**src/rtl/rtc_pkg.sv**
```systemverilog
package rtc_pkg;
  localparam int FW = 7;   // BCD field storage width
  localparam int DW = 15;  // day counter width

  localparam logic [3:0] A_SEC   = 4'd0;
  localparam logic [3:0] A_MIN   = 4'd1;
  localparam logic [3:0] A_HOUR  = 4'd2;
  localparam logic [3:0] A_DAYL  = 4'd3;
  localparam logic [3:0] A_DAYH  = 4'd4;
  localparam logic [3:0] A_AMIN  = 4'd5;
  localparam logic [3:0] A_AHOUR = 4'd6;
  localparam logic [3:0] A_ADAYL = 4'd7;
  localparam logic [3:0] A_ADAYH = 4'd8;
  localparam logic [3:0] A_CTRL  = 4'd9;

  function automatic logic [FW-1:0] field_max(input int idx);
    return (idx == 2) ? 7'h23 : 7'h59;
  endfunction
endpackage

```
**src/rtl/rtc_bcd_field.sv**
```systemverilog
module rtc_bcd_field #(
  parameter int W = 7,
  parameter logic [W-1:0] MAX = 7'h59
) (
  input  logic         clk_i,
  input  logic         rst_ni,
  input  logic         load_i,
  input  logic [W-1:0] load_val_i,
  input  logic         inc_i,
  output logic [W-1:0] val_o,
  output logic         at_max_o
);
  logic [W-1:0] val_q, val_inc;

  always_comb begin
    if (val_q == MAX)             val_inc = '0;
    else if (val_q[3:0] == 4'h9)  val_inc = {val_q[W-1:4] + 1'b1, 4'h0};
    else                          val_inc = val_q + 1'b1;
  end

  always_ff @(posedge clk_i or negedge rst_ni) begin
    if (!rst_ni)     val_q <= '0;
    else if (load_i) val_q <= load_val_i;
    else if (inc_i)  val_q <= val_inc;
  end

  assign val_o    = val_q;
  assign at_max_o = (val_q == MAX);
endmodule

```
**src/rtl/rtc_day_counter.sv**
```systemverilog
module rtc_day_counter #(
  parameter int DW = 15
) (
  input  logic          clk_i,
  input  logic          rst_ni,
  input  logic          load_lo_i,
  input  logic          load_hi_i,
  input  logic [7:0]    wdata_i,
  input  logic          inc_i,
  output logic [DW-1:0] day_o
);
  logic [DW-1:0] day_q;

  always_ff @(posedge clk_i or negedge rst_ni) begin
    if (!rst_ni)        day_q <= '0;
    else if (load_lo_i) day_q[7:0] <= wdata_i;
    else if (load_hi_i) day_q[DW-1:8] <= wdata_i[DW-9:0];
    else if (inc_i)     day_q <= day_q + 1'b1;  // natural wrap
  end

  assign day_o = day_q;
endmodule

```
**src/rtl/rtc_alarm_unit.sv**
```systemverilog
module rtc_alarm_unit #(
  parameter int FW = 7,
  parameter int DW = 15
) (
  input  logic          clk_i,
  input  logic          rst_ni,
  input  logic          roll_i,
  input  logic [FW-1:0] min_i,
  input  logic [FW-1:0] hour_i,
  input  logic [DW-1:0] day_i,
  input  logic [FW-1:0] amin_i,
  input  logic [FW-1:0] ahour_i,
  input  logic [DW-1:0] aday_i,
  input  logic [2:0]    cmp_en_i,
  input  logic          clr_i,
  input  logic          irq_en_i,
  output logic          flag_o,
  output logic          irq_o
);
  logic flag_q, match;

  assign match = (!cmp_en_i[0] || min_i  == amin_i)  &&
                 (!cmp_en_i[1] || hour_i == ahour_i) &&
                 (!cmp_en_i[2] || day_i  == aday_i);

  always_ff @(posedge clk_i or negedge rst_ni) begin
    if (!rst_ni)               flag_q <= 1'b0;
    else if (roll_i && match)  flag_q <= 1'b1;  // set beats clear
    else if (clr_i)            flag_q <= 1'b0;
  end

  assign flag_o = flag_q;
  assign irq_o  = flag_q & irq_en_i;
endmodule

```
**src/rtl/rtc_busy_timer.sv**
```systemverilog
module rtc_busy_timer #(
  parameter int BUSY_LEN = 4
) (
  input  logic clk_i,
  input  logic rst_ni,
  input  logic start_i,
  output logic busy_o
);
  localparam int CW = $clog2(BUSY_LEN + 1);
  logic [CW-1:0] cnt_q;

  always_ff @(posedge clk_i or negedge rst_ni) begin
    if (!rst_ni)          cnt_q <= '0;
    else if (start_i)     cnt_q <= CW'(BUSY_LEN);
    else if (cnt_q != 0)  cnt_q <= cnt_q - 1'b1;
  end

  assign busy_o = (cnt_q != 0);
endmodule

```
**src/rtl/rtc_calendar_core.sv**
```systemverilog
module rtc_calendar_core
  import rtc_pkg::*;
#(
  parameter int AW       = 4,
  parameter int BUSY_LEN = 4
) (
  input  logic          clk_i,
  input  logic          rst_ni,
  input  logic          tick_i,
  input  logic          reg_we_i,
  input  logic [AW-1:0] reg_addr_i,
  input  logic [7:0]    reg_wdata_i,
  output logic [7:0]    reg_rdata_o,
  output logic          alarm_irq_o
);
  localparam int NF = 3;

  logic [FW-1:0] fld_q   [NF];
  logic [NF-1:0] fld_max, fld_inc, fld_load;
  logic          min_inc, hour_inc, day_inc;
  logic [DW-1:0] day_q;
  logic          time_wr, step, roll_q;
  logic          cal_en_q, irq_en_q;
  logic [2:0]    cmp_en_q;
  logic [FW-1:0] amin_q, ahour_q;
  logic [DW-1:0] aday_q;
  logic          flag, busy, ctrl_wr, flag_clr;

  function automatic logic wr_at(input logic [3:0] a);
    return reg_we_i && (reg_addr_i == AW'(a));
  endfunction

  assign time_wr  = reg_we_i && (reg_addr_i <= AW'(A_DAYH));
  assign step     = tick_i && cal_en_q && !time_wr;
  assign min_inc  = step & fld_max[0];
  assign hour_inc = min_inc & fld_max[1];
  assign day_inc  = hour_inc & fld_max[2];
  assign fld_inc  = {hour_inc, min_inc, step};
  assign ctrl_wr  = wr_at(A_CTRL);
  assign flag_clr = ctrl_wr && reg_wdata_i[2];

  for (genvar i = 0; i < NF; i++) begin : g_fld
    assign fld_load[i] = wr_at(4'(i));
    rtc_bcd_field #(.W(FW), .MAX(field_max(i))) u_fld (
      .clk_i      (clk_i),
      .rst_ni     (rst_ni),
      .load_i     (fld_load[i]),
      .load_val_i (reg_wdata_i[FW-1:0]),
      .inc_i      (fld_inc[i]),
      .val_o      (fld_q[i]),
      .at_max_o   (fld_max[i])
    );
  end

  rtc_day_counter #(.DW(DW)) u_day (
    .clk_i     (clk_i),
    .rst_ni    (rst_ni),
    .load_lo_i (wr_at(A_DAYL)),
    .load_hi_i (wr_at(A_DAYH)),
    .wdata_i   (reg_wdata_i),
    .inc_i     (day_inc),
    .day_o     (day_q)
  );

  always_ff @(posedge clk_i or negedge rst_ni) begin
    if (!rst_ni) begin
      cal_en_q <= 1'b0;
      irq_en_q <= 1'b0;
      cmp_en_q <= '0;
      amin_q   <= '0;
      ahour_q  <= '0;
      aday_q   <= '0;
      roll_q   <= 1'b0;
    end else begin
      roll_q <= step && fld_max[0];  // compare one cycle after seconds -> 00
      if (ctrl_wr) begin
        cal_en_q <= reg_wdata_i[0];
        irq_en_q <= reg_wdata_i[1];
        cmp_en_q <= reg_wdata_i[5:3];
      end
      if (wr_at(A_AMIN))  amin_q  <= reg_wdata_i[FW-1:0];
      if (wr_at(A_AHOUR)) ahour_q <= reg_wdata_i[FW-1:0];
      if (wr_at(A_ADAYL)) aday_q[7:0] <= reg_wdata_i;
      if (wr_at(A_ADAYH)) aday_q[DW-1:8] <= reg_wdata_i[DW-9:0];
    end
  end

  rtc_alarm_unit #(.FW(FW), .DW(DW)) u_alarm (
    .clk_i    (clk_i),
    .rst_ni   (rst_ni),
    .roll_i   (roll_q),
    .min_i    (fld_q[1]),
    .hour_i   (fld_q[2]),
    .day_i    (day_q),
    .amin_i   (amin_q),
    .ahour_i  (ahour_q),
    .aday_i   (aday_q),
    .cmp_en_i (cmp_en_q),
    .clr_i    (flag_clr),
    .irq_en_i (irq_en_q),
    .flag_o   (flag),
    .irq_o    (alarm_irq_o)
  );

  rtc_busy_timer #(.BUSY_LEN(BUSY_LEN)) u_busy (
    .clk_i   (clk_i),
    .rst_ni  (rst_ni),
    .start_i (step),
    .busy_o  (busy)
  );

  always_comb begin
    reg_rdata_o = '0;
    case (reg_addr_i)
      AW'(A_SEC):   reg_rdata_o = {1'b0, fld_q[0]};
      AW'(A_MIN):   reg_rdata_o = {1'b0, fld_q[1]};
      AW'(A_HOUR):  reg_rdata_o = {1'b0, fld_q[2]};
      AW'(A_DAYL):  reg_rdata_o = day_q[7:0];
      AW'(A_DAYH):  reg_rdata_o = {1'b0, day_q[DW-1:8]};
      AW'(A_AMIN):  reg_rdata_o = {1'b0, amin_q};
      AW'(A_AHOUR): reg_rdata_o = {1'b0, ahour_q};
      AW'(A_ADAYL): reg_rdata_o = aday_q[7:0];
      AW'(A_ADAYH): reg_rdata_o = {1'b0, aday_q[DW-1:8]};
      AW'(A_CTRL):  reg_rdata_o = {busy, 1'b0, cmp_en_q, flag, irq_en_q, cal_en_q};
      default:      reg_rdata_o = '0;
    endcase
  end
endmodule

```
**config.mk**
```make
export PLATFORM = sky130hd
export DESIGN_NAME = rtc_calendar_core
export DESIGN_NICKNAME = d
export VERILOG_FILES = /design/src/rtl/rtc_pkg.sv /design/src/rtl/rtc_bcd_field.sv /design/src/rtl/rtc_day_counter.sv /design/src/rtl/rtc_alarm_unit.sv /design/src/rtl/rtc_busy_timer.sv /design/src/rtl/rtc_calendar_core.sv
export SDC_FILE = /design/constraint.sdc
export NUM_CORES = 1
export LEC_CHECK = 0
export CAP_MARGIN = 40
export CORE_ASPECT_RATIO = 1.5
export CORE_MARGIN = 2
export CORE_UTILIZATION = 58
export CTS_BUF_LIST = sky130_fd_sc_hd__clkbuf_8
export CTS_CLUSTER_DIAMETER = 100
export DETAILED_ROUTE_END_ITERATION = 16
export PLACE_DENSITY = 0.77
export SLEW_MARGIN = 20
export SYNTH_ARGS = -nofsm -noshare
export SYNTH_HDL_FRONTEND = slang
export SYNTH_SLANG_ARGS = --single-unit
```
**constraint.sdc**
```tcl
create_clock -name clk_i -period 3.15 [get_ports clk_i]
set_input_delay 0.315 -clock clk_i [delete_from_list [all_inputs] [get_ports clk_i]]
set_output_delay 0.315 -clock clk_i [all_outputs]
set_load 0.05 [all_outputs]
```
# Word level (Yosys, flattened, before mapping)
# Index checks and enable logic that the tools add are counted.
totals:
  in_bits: 16
  output_inout_bits: 9
  ff_bits: 75
  elab_cells: 105
op_classes:
  magnitude_cmp: 1
  n_reduce_logical: 36
  add_sub_neg: 8
  muxes: 21
  bitwise: 5
  n_eq_ne: 19
ops:
  columns: ["op", "n"]
  rows:
  - ["7-bit two-way mux", 13]
  - ["8-bit one-hot mux with 10 select lines", 1]
  - ["7-bit by 1-bit adder with 7-bit output, second input constant", 3]
  - ["4-bit equality test, second input constant", 5]
  - ["1-bit logical AND", 18]
  - ["4-bit by 3-bit equality test with 1-bit output, second input constant", 4]
  - ["8-bit two-way mux", 2]
  - ["15-bit by 1-bit adder with 15-bit output, second input constant", 1]
  - ["15-bit equality test", 1]
  - ["15-bit two-way mux", 1]
  - ["7-bit equality test", 2]
  - ["7-bit equality test, second input constant", 2]
  - ["2-bit nonzero test", 7]
  - ["3-bit by 1-bit adder with 3-bit output, second input constant", 3]
  - ["4-bit by 2-bit equality test with 1-bit output, second input constant", 2]
  - ["7-bit by 6-bit equality test with 1-bit output, second input constant", 1]
  - ["3-bit two-way mux", 2]
  - ["1-bit AND", 4]
  - ["4-bit by 1-bit equality test with 1-bit output, second input constant", 1]
  - ["4-bit by 3-bit <= comparator with 1-bit output, second input constant", 1]
  - ["1-bit zero test", 4]
  - ["4-bit zero test", 1]
  - ["2-bit AND reduction", 2]
  - ["1-bit logical OR", 3]
  - ["other kinds (5)", 6]

# Longest topological paths before layout
depth:
  word_depth: 10
  ltp_mapped: 9
  mapped_depth_nobuf: 7

# By module
# From an unflattened synthesis, not the netlist that was laid out.
unflattened:
  cells_unflattened: 535
  area_unflattened_um2: 5290.1
modules_own_cells:
  columns: ["module", "cells_each", "seq_area_each_um2", "area_each_um2", "instances"]
  rows:
  - ["rtc_calendar_core", 185, 875.8, 2148.3, 1]
  - ["rtc_bcd_field at g_fld[0].u_fld ...", 60, 175.2, 539.3, 2]
  - ["rtc_day_counter", 104, 375.4, 928.4, 1]
  - ["rtc_bcd_field at g_fld[2].u_fld", 67, 175.2, 586.8, 1]
  - ["rtc_alarm_unit", 43, 25.0, 370.4, 1]
  - ["rtc_busy_timer", 16, 75.1, 177.7, 1]

# Worst setup path after synthesis
# OpenSTA, ideal clock, no wires.
synth_timing:
  path_type: "input -> output"
  from: "input port reg_addr_i[0]"
  to: "output port reg_rdata_o[5]"
  required_time_ns: 2.835
  setup_slack_ns: 0.494
  n_path_buf: 3
  arrival_time_ns: 2.341
  cell_stages: 5
  path_cell_list: "buf_2 -> buf_1 -> clkbuf_1 -> a32oi_1 -> o21ai_0"
synth_via:
  elab_chain_len: 2
  elab_cells_between_ends: 11
  cone_classes: "9 x eq/ne; 1 x mux; 1 x reduce/logical"
synth_rtl:
  columns: ["item", "line", "rtl"]
  rows:
  - ["start: declaration", "rtc_calendar_core.sv:11", "input logic [AW-1:0] reg_addr_i,"]
  - ["4-bit equality test, or another cell as far along", "rtc_calendar_core.sv:114", "case (reg_addr_i)"]
  - ["8-bit one-hot mux with 10 select lines (*)", "rtc_calendar_core.sv:114", null]
  - ["end: declaration", "rtc_calendar_core.sv:13", "output logic [7:0] reg_rdata_o,"]
# Mark *: on every way between the ends. The rest lies on a longest branch, timed or not.

# Worst setup path in the final report
layout_timing:
  from: "input port reg_addr_i[1]"
  to: "output port reg_rdata_o[5]"
# Same word-level chain as after synthesis.

==> results.md <==
* Outcome: finished clean
* Clock Path Buffers at 2
* Final instance area at ~5700 µm²
* Setup bufs post-CTS at 0
* Ys Warns at 0
* Actual slew at the worst max-slew pin at around 0.8 ns
* Setup_tns at 0 ns
* Crit path cell chain: clkdlybuf4s50_1, buf_4, nor2b_1, a32oi_1, o21ai_0, buf_12
* TritonCTS Buffers at 9
* # H-tree levels at 3
* Die height at roughly 120 µm
* Cells after Synth at approximately 540
* Clk root buf: clkbuf_8
* Post-DP HPWL at ~11,000 µm
* Routed Antenna Nets at 0
* Routed len/inst at 22.3 µm
* Prevailing post-synth register cell: dfrtp_1
* Sequential cell area at 1880 µm²
* Crit. End Element: output port
* Fmax at between 300 and 400 MHz
* # diodes at 0
* Critical Path Fanout Max at 17
* Core ar. at between 8000 and 9000 µm²
* Ratio of cells with drive above 1 in the final layout at 0.159
* Async set-reset flop share out of synthesis at 1.00
* Tmin final at between 2 and 3 ns
* Hold Crit Class: primary input to async pin
* Placer Congestion at approximately 1
* Placed inst area at roughly 5500 µm²
* Period utilization at 0.900
* Global-route wire length before repair at around 23,000 µm
* Die area at approximately 9600 µm²
* Area Overhead vs Synth at 11.6%
* Multi-input logic area at just under 3000 µm²
* Total Routing Usage GR at 0.327
* Critical Path Source Type: primary input
* Final wirelength at 14,900 µm
* Synth area leaders: dfrtp_1, mux2_2, xnor2_1
* Die Width at 80.5 µm
* Leak at 2.28 nW
* Vias in the first global route at 4,224
* Initial DRC count at about 450
* Top cell type's share of synthesized area at 0.369
* Largest net degree at the start of global routing at 41
* Post-Syn Area at slightly above 5000 µm²
* Setup Skew at around 0.011 ns
* Fin cells at ~670
* Via-per-instance ratio at between 6 and 7
* Critical path class: primary input to output port
* Sequential element share of the synthesized area at 0.369
* Top post-synthesis cells by count: dfrtp_1, nor2_1, a21oi_1, mux2_2, xnor2_1
* Synthesized area per cell at between 9 and 10 µm²
* TritonCTS clock tree: built
* Rows at roughly 40
* Routed vias at between 4k and 5k
* Nets at between 500 and 600
* WP data required at ~2.8 ns
* CTS clk-pin slew, worst paths at approximately 0.080 ns
* Max Cap Violations at 0
* Crit path DAT at about 2.5 ns
* Inst Count DP at between 600 and 700
* Slew margin rel. at 0.470
* I/O Pins at 25
* # resized after CTS at 0
* EDFF count, synth at 0
* Pwr dens at 662 nW/µm²
* Final hold violations at 0
* Pre-Repair DR Iteration Count at 5
* Clk sinks at 75
* Yosys cell types at 57
* Remaining Overflow, GRT at 0
* Worst skew pair latency at about 0.37 ns
* Initial antenna violation count at 0
* PortBufs at 24
* Area leader, netlist: dfrtp_1
* Fill cells at just under 700
* Synth Register Bits at 75
* DRC viols at 0
* Post-synth net total at roughly 570
* Top-count cell post-synth: dfrtp_1
* Largest stage delay, worst path at between 0.9 and 1 ns
* Critical path's slowest cell: clkdlybuf4s50_1
* Initial Utilization at 0.601
* Setup violators final at 0
* Maximum vdd ir drop at 387 µV
* RSZ-0062 raised after global routing: false
* Max-slew violations at 0
==> where the power goes <==
group	total [mW]	internal (mW)	switching, mW
registers	1.68	1.22	0.457
logic	1.30	0.658	0.640
clock network	0.778	0.405	0.373
==> state kept, by name, indices dropped and copies added (netlist names) <==
name / count
g_fld.u_fld.val_o: 21
aday_q: 15
u_day.day_o: 15
ahour_q: 7
amin_q: 7
cmp_en_q: 3
u_busy.cnt_q: 3
cal_en_q: 1
irq_en_q: 1
roll_q: 1
u_alarm.flag_o: 1
==> final cells by class <==
class / count / area share
Tap cell: 107 / 0.0236
Clock inverter: 5 / 0.00925
Inverter: 14 / 0.00925
Clock buffer: 11 / 0.0267
Multi-Input combinational cell: 414 / 0.525
Timing Repair Buffer: 40 / 0.0753
Sequential cell: 75 / 0.330
==> per-layer routing <==
layer / up-vias / global-route usage / wire length (µm)
met5: - / 0 / 0
li1: 1993 / - / -
met3: 54 / 0.0458 / 659
met1: 2141 / 0.407 / 5920
met2: 167 / 0.538 / 7530
met4: 0 / 0.177 / 761
==> per-stage QoR <==
stage | hold slack (ns) | power, mW | setup WS [ns] | util
3_5_place_dp | 0.306 | 2.97 | 0.357 | 0.646
6_report | 0.434 | 3.76 | 0.314 | 0.671
3_3_place_gp | 0.507 | 2.91 | 0.388 | 0.643
2_1_floorplan | 0.0194 | 2.52 | 0.494 | -
5_1_grt | 0.483 | 3.97 | 0.183 | 0.671
4_1_cts | 0.447 | 3.75 | 0.340 | 0.671
==> final timing paths <==
path	from	endpoint	slack [ns]	depth (start not counted)
setup / recovery	reg_addr_i[1]	reg_rdata_o[5]	0.31	6
hold / removal	rst_ni	roll_q	0.43	2
setup reg to reg	g_fld[0].u_fld.val_o[0]	g_fld[2].u_fld.val_o[6]	0.69	6
hold reg to reg	u_busy.cnt_q[2]	u_busy.cnt_q[2]	0.53	2
max in group asynchronous	rst_ni	cal_en_q	2.12	3
min in group clk_i	u_busy.cnt_q[2]	u_busy.cnt_q[2]	0.53	2
==> cells by family (layout without fill, tap and decap cells) <==
kind of cell,after synthesis,after routing,share of synthesized area
AO/OA/AOI/OAI,114,114,0.144
XOR/XNOR,45,45,0.0774
adder cells (fa/ha/maj),15,15,0.0369
buffers and inverters,52,70,0.0450
flip-flops,75,75,0.369
multiplexers,57,57,0.128
AND/OR/NAND/NOR,183,183,0.200
==> cells in the final DEF, fill, tap and decap left out, types with 5 or more instances in the layout <==
cell type / count
mux2i_1: 19
buf_4: 17
nand2_1: 31
nor4_1: 12
inv_1: 15
a22oi_1: 7
nand2b_1: 5
clkdlybuf4s50_1: 15
o21a_1: 5
buf_12: 7
dfrtp_1: 75
nand4_1: 9
a31oi_1: 10
and2_1: 6
nor2b_1: 10
o211ai_1: 6
nor2_1: 51
ha_1: 15
nand3_1: 19
mux2_2: 35
a21oi_1: 38
xor2_1: 12
o21ai_0: 14
xnor2_1: 33
clkbuf_8: 11
nor4_2: 8
nor3_1: 7
==> timing repair <==
item                                    4_1_cts  5_1_grt
hold buffers                                  1        0
hold endpoints to repair                     35        0
endpoints found under the setup margin        0        0
==> worst max-delay path: cells and delay by family <==
family / cells / cell delay (ns)
AND/OR/NAND/NOR: 1 / 0.24
AO/OA/AOI/OAI: 2 / 0.53
buffers and inverters: 3 / 1.43
No activity file was read; power rests on OpenSTA's default activity.
